===== src/rtl/mpirq_pkg.sv =====
package mpirq_pkg;
  localparam int unsigned SRC_RX      = 0;
  localparam int unsigned SRC_TX      = 1;
  localparam int unsigned SRC_EXT     = 2;
  localparam int unsigned NUM_SRC_DEF = 3;
endpackage


===== src/rtl/mpirq_arm_bank.sv =====
module mpirq_arm_bank #(
  parameter int unsigned NUM_SRC = mpirq_pkg::NUM_SRC_DEF
) (
  input  logic               clk_i,
  input  logic               rst_ni,
  input  logic               ftr_sent_i,
  input  logic [NUM_SRC-1:0] ftr_val_i,
  input  logic               hdr_rcvd_i,
  output logic [NUM_SRC-1:0] arm_o
);
  // per source: armed while the last footer reported it absent
  for (genvar g = 0; g < NUM_SRC; g++) begin : g_arm
    logic arm_q;
    always_ff @(posedge clk_i or negedge rst_ni) begin
      if (!rst_ni)          arm_q <= 1'b1;
      else if (ftr_sent_i)  arm_q <= ~ftr_val_i[g];
      else if (hdr_rcvd_i)  arm_q <= 1'b0;
    end
    assign arm_o[g] = arm_q;
  end

  assert_ftr_load_R4: assert property (@(posedge clk_i) disable iff (!rst_ni)
    ftr_sent_i |=> (arm_o == ~$past(ftr_val_i)));
  assert_hdr_disarm_R7: assert property (@(posedge clk_i) disable iff (!rst_ni)
    (hdr_rcvd_i && !ftr_sent_i) |=> (arm_o == '0));
  assert_arm_hold_R9: assert property (@(posedge clk_i) disable iff (!rst_ni)
    (!hdr_rcvd_i && !ftr_sent_i) |=> $stable(arm_o));
endmodule


===== src/rtl/mpirq_detect.sv =====
module mpirq_detect #(
  parameter int unsigned NUM_SRC = mpirq_pkg::NUM_SRC_DEF
) (
  input  logic [NUM_SRC-1:0] arm_i,
  input  logic [NUM_SRC-1:0] cond_i,
  output logic [NUM_SRC-1:0] cause_o,
  output logic               fire_o
);
  always_comb begin
    cause_o = arm_i & cond_i;
    fire_o  = |cause_o;
  end
endmodule


===== src/rtl/mpirq_line.sv =====
module mpirq_line (
  input  logic clk_i,
  input  logic rst_ni,
  input  logic fire_i,
  input  logic hdr_rcvd_i,
  output logic irq_no
);
  logic irq_q;

  // header clear has priority over a new cause
  always_ff @(posedge clk_i or negedge rst_ni) begin
    if (!rst_ni)         irq_q <= 1'b0;
    else if (hdr_rcvd_i) irq_q <= 1'b0;
    else if (fire_i)     irq_q <= 1'b1;
  end

  assign irq_no = ~irq_q;

  assert_hdr_clears_R5: assert property (@(posedge clk_i) disable iff (!rst_ni)
    hdr_rcvd_i |=> irq_no);
  assert_clear_wins_R6: assert property (@(posedge clk_i) disable iff (!rst_ni)
    (hdr_rcvd_i && fire_i) |=> irq_no);
  assert_sticky_R5: assert property (@(posedge clk_i) disable iff (!rst_ni)
    (!irq_no && !hdr_rcvd_i) |=> !irq_no);
endmodule


===== src/rtl/mpirq_gen.sv =====
module mpirq_gen #(
  parameter int unsigned NUM_SRC = mpirq_pkg::NUM_SRC_DEF
) (
  input  logic               clk_i,
  input  logic               rst_ni,
  input  logic [NUM_SRC-1:0] cond_i,
  input  logic               ftr_sent_i,
  input  logic [NUM_SRC-1:0] ftr_val_i,
  input  logic               hdr_rcvd_i,
  output logic               irq_no
);
  logic [NUM_SRC-1:0] arm;
  logic [NUM_SRC-1:0] cause;
  logic               fire;

  mpirq_arm_bank #(.NUM_SRC(NUM_SRC)) u_arm (
    .clk_i     (clk_i),
    .rst_ni    (rst_ni),
    .ftr_sent_i(ftr_sent_i),
    .ftr_val_i (ftr_val_i),
    .hdr_rcvd_i(hdr_rcvd_i),
    .arm_o     (arm)
  );

  mpirq_detect #(.NUM_SRC(NUM_SRC)) u_det (
    .arm_i  (arm),
    .cond_i (cond_i),
    .cause_o(cause),
    .fire_o (fire)
  );

  mpirq_line u_line (
    .clk_i     (clk_i),
    .rst_ni    (rst_ni),
    .fire_i    (fire),
    .hdr_rcvd_i(hdr_rcvd_i),
    .irq_no    (irq_no)
  );

  // a falling line needs an armed, present condition one cycle earlier
  assert_fall_has_cause_R1: assert property (@(posedge clk_i) disable iff (!rst_ni)
    $fell(irq_no) |-> ($past(cause) != '0));
  assert_cause_raises_R2: assert property (@(posedge clk_i) disable iff (!rst_ni)
    ((cause != '0) && !hdr_rcvd_i) |=> !irq_no);
  assert_cause_armed_R3: assert property (@(posedge clk_i) disable iff (!rst_ni)
    ((cause & ~arm) == '0));
endmodule


===== config.mk =====
export PLATFORM = sky130hd
export DESIGN_NAME = mpirq_gen
export DESIGN_NICKNAME = d
export VERILOG_FILES = /design/src/rtl/mpirq_pkg.sv /design/src/rtl/mpirq_arm_bank.sv /design/src/rtl/mpirq_detect.sv /design/src/rtl/mpirq_line.sv /design/src/rtl/mpirq_gen.sv
export SDC_FILE = /design/constraint.sdc
export NUM_CORES = 1
export LEC_CHECK = 0
export ABC_CLOCK_PERIOD_IN_PS = 800
export BUFFER_PORTS_ARGS = -buffer_cell sky130_fd_sc_hd__buf_2
export CORE_AREA = 4 4 41 43
export CTS_CLUSTER_SIZE = 24
export DETAILED_ROUTE_END_ITERATION = 16
export DIE_AREA = 0 0 45 47
export HOLD_SLACK_MARGIN = 0.08
export PLACE_DENSITY = 0.39
export SLEW_MARGIN = 10
export SYNTH_ARGS = -nofsm -noshare
export SYNTH_HDL_FRONTEND = slang
export SYNTH_SLANG_ARGS = --single-unit
export TNS_END_PERCENT = 20

===== constraint.sdc =====
create_clock -name clk_i -period 0.8 [get_ports clk_i]
set_input_delay 0.24 -clock clk_i [delete_from_list [all_inputs] [get_ports clk_i]]
set_output_delay 0.24 -clock clk_i [all_outputs]
set_load 0.01 [all_outputs]

==> metrics.yaml <==
die:
  ios: 11
  core-area_um2: 1300
  die_h_um: 47
  rows: 13
  die-area_um2: 2120
  die_x_um: 45
  initial_core_util_pct: 13.0
power_and_ir_drop:
  swShare_pct: 20.9
  internal-power_mw: 0.453
  powerDensity_nw_per_um2: 2090
  comb_power_share_pct: 12.3
  p_clk_share_pct: 46.4
  power_switching_mw: 0.120
  power_leakage_nw: 0.138
  ir_worst_vdd_mv: 0.721
  seq_power_share_pct: 41.3
drt:
  first_pass_iters: 2
  ant_nets: 0
  drc: 0
  drtIter0Drc: 2
  vias_per_cell: 3.73
  vias: 168
  wl_per_cell_um: 9.98
  totalWireLength_um: 449
grt:
  grt_pass1_wl_um: 807
  antenna_found_initial: 0
  grt_util_all_layers_pct: 5.79
  overflow: 0
  grt_pass1_vias: 197
  grt_max_degree: 5
run:
  cap_viol_max_count: 0
sta:
  fin_crit_sh_pct: 126
  final-max-slew-violation-count: 0
  finClkSkew_ps: 9.14
  slew-limit-headroom_pct: 89.3
  final.min_clock_period_ps: 1010
  setup_viol: 2
  tightestPinTransition_ps: 160
  hold_viol: 0
  fmaxAchievable_mhz: 990
  grt_setup_unrepaired: "true"
  setup_ws_ps: -210
synth:
  synth_adder_area_share_pct: 0
  seq_area_frac_synth_pct: 61.5
  yosysUniqueCellTypes: 7
  synthTopCellsByArea: "dfstp_2 (47%), a22o_1 (16%), dfrtp_1 (15%)"
  yosys.area.top_type: "dfstp_2"
  synth-compound-area-share_pct: 25.9
  synthesis.area_um2: 169
  syn_inst: 15
  synth.avg_cell_area_um2: 11.3
  synth_top_family_by_area: "compound AO/OA/AOI/OAI gates"
  syn_nets: 25
  yosys.area_share.simple_pct: 3.70
  yosys.area_share.xor_xnor_pct: 0
  muxShareOfSynthArea_pct: 0
  synth_seq_cells: 4
  ys_warn_count: 0
  synth_top_area_share_pct: 46.7
clock_tree:
  clkSlewWorstSetupHoldPaths_ps: 40
  cts_tree: "done"
  clock-root-buffer: "clkbuf_4"
  insertion_delay_ps: 230
  htreeDepth: 1
  cts_made_buffers: 3
  cts_resized: 0
  clock_sinks: 4
  clock_path_buffers: 2
worst_setup_path:
  cp.arrival_ps: 770
  r2r-end: "u_line.irq_q$_DFFE_PN0P_"
  reg2reg_depth: 2
  path_max_fanout: 2
  reg2reg_from: "u_arm.g_arm[0].arm_q$_DFFE_PN1P_"
  setup.worst_path.start_class: "flop"
  reg2reg_slack_ps: -10
  cp_slowest_cell: "dfrtp_1"
  end_kind: "primary output"
  path_cells: "inv_1 > buf_2"
  critPathKind: "flop to primary output"
  cp_data_required_time_ps: 560
  critPathMaxStageDelay_ps: 370
placement:
  gp_congestion: 0.705
  dp_hpwl_um: 374
  io_buffers: 10
  post-place-ws_ps: 5.64
finish:
  drive_gt1_share_pct: 56.7
  fill_cells: 158
  fin_util_pct: 21.1
  multiInputGateArea_um2: 50.0
  nets: 41
  area_growth_pct: 62.2
  n_antenna_cell: 0
  register_area_um2: 104
run_status:
  violations: "negative setup slack"
  outcome: "finished with violations"
min_path:
  whs_endpoint: "u_line.irq_q$_DFFE_PN0P_"
  hold_start: "hdr_rcvd_i"
  hp-class: "input port to flop"
  hold_depth: 2
[Yosys cell counts]
| cell type | number |
|---|---|
| a21oi_1 | 2 |
| nor2_2 | 1 |
| inv_1 | 4 |
| a22oi_1 | 1 |
| a22o_1 | 3 |
| dfrtp_1 | 1 |
| dfstp_2 | 3 |
[how the worst max path moves through the flow]
stage               cells after the start                              from  slack (ps)                  endpoint
global route                            2          u_line.irq_q$_DFFE_PN0P_        -270                    irq_no
finish                                  2          u_line.irq_q$_DFFE_PN0P_        -210                    irq_no
detailed placement                      2  u_arm.g_arm[1].arm_q$_DFFE_PN1P_           6  u_line.irq_q$_DFFE_PN0P_
floorplan                               2  u_arm.g_arm[1].arm_q$_DFFE_PN1P_          30  u_line.irq_q$_DFFE_PN0P_
CTS                                     2          u_line.irq_q$_DFFE_PN0P_        -220                    irq_no
global placement                        2  u_arm.g_arm[1].arm_q$_DFFE_PN1P_          10  u_line.irq_q$_DFFE_PN0P_
[cells in the final DEF, fill, tap and decap left out, types with 2 or more instances in the layout]
| cell type | netlist | routed |
|---|---|---|
| clkbuf_4 | 0 | 3 |
| inv_1 | 4 | 4 |
| buf_2 | 0 | 10 |
| a22o_1 | 3 | 3 |
| a21oi_1 | 2 | 2 |
| dfstp_2 | 3 | 3 |
[critical path, delay by kind of cell, from the launching register on]
family,cells,cell delay [ps]
DFF,1,370
buffers and inverters,2,170
[registers in the layout (all words and copies together), names as in the netlist]
register and flops:
u_line.irq_q 1, u_arm.g_arm.arm_q 3
[layout make-up]
class                      instances  area share (%)
multi-input combinational          7            18.3
sequential                         4            37.9
tap                               15            6.85
inverter                           4            5.48
timing repair buffer              11            21.9
clock buffer                       4            9.59
[per-stage QoR]
stage                     total power, mW  instance area, um^2  hold slack (ps)  std cells  setup TNS [ps]
final                               0.573                  274              181         45            -218
after global routing                0.623                  274              174         45            -317
after CTS                           0.590                  274              170         45            -223
after detailed placement            0.305                  238             51.6         40               0
after floorplan                     0.265                  169            -55.6         15               0
after global placement              0.302                  238             47.4         40               0
[cell families after synthesis]
family                 after synthesis
and+or+nand+nor                      1
AOI/OAI and AO/OA                    6
buffers and inverters                4
DFF                                  4
[per-layer routing]
layer  wire length [um]  GRT usage [%]  vias up  share of wire [%]
li1                   -              -       82                  -
met1                210           5.98       75                 47
met2                174           7.91       11                 39
met3                 63           4.98        0                 14
met4                  0           3.51        0                  0
met5                  0              0        -                  0
[what timing repair did]
item	CTS	global route
setup buffers	0	0
hold buffers	1	0
setup endpoints to repair	1	2
pin swaps	0	1
endpoints found under the hold margin	4	0
[power by group through the flow]
stage / Sequential [mW] / Combinational (mW) / Clock (mW)
floorplan: 0.236 / 0.0288 / 0
global placement: 0.238 / 0.0648 / 0
detailed placement: 0.239 / 0.0661 / 0
CTS: 0.237 / 0.0710 / 0.282
global route: 0.240 / 0.0794 / 0.303
finish: 0.237 / 0.0703 / 0.266
Note: power is estimated with default switching activity, not from simulation.
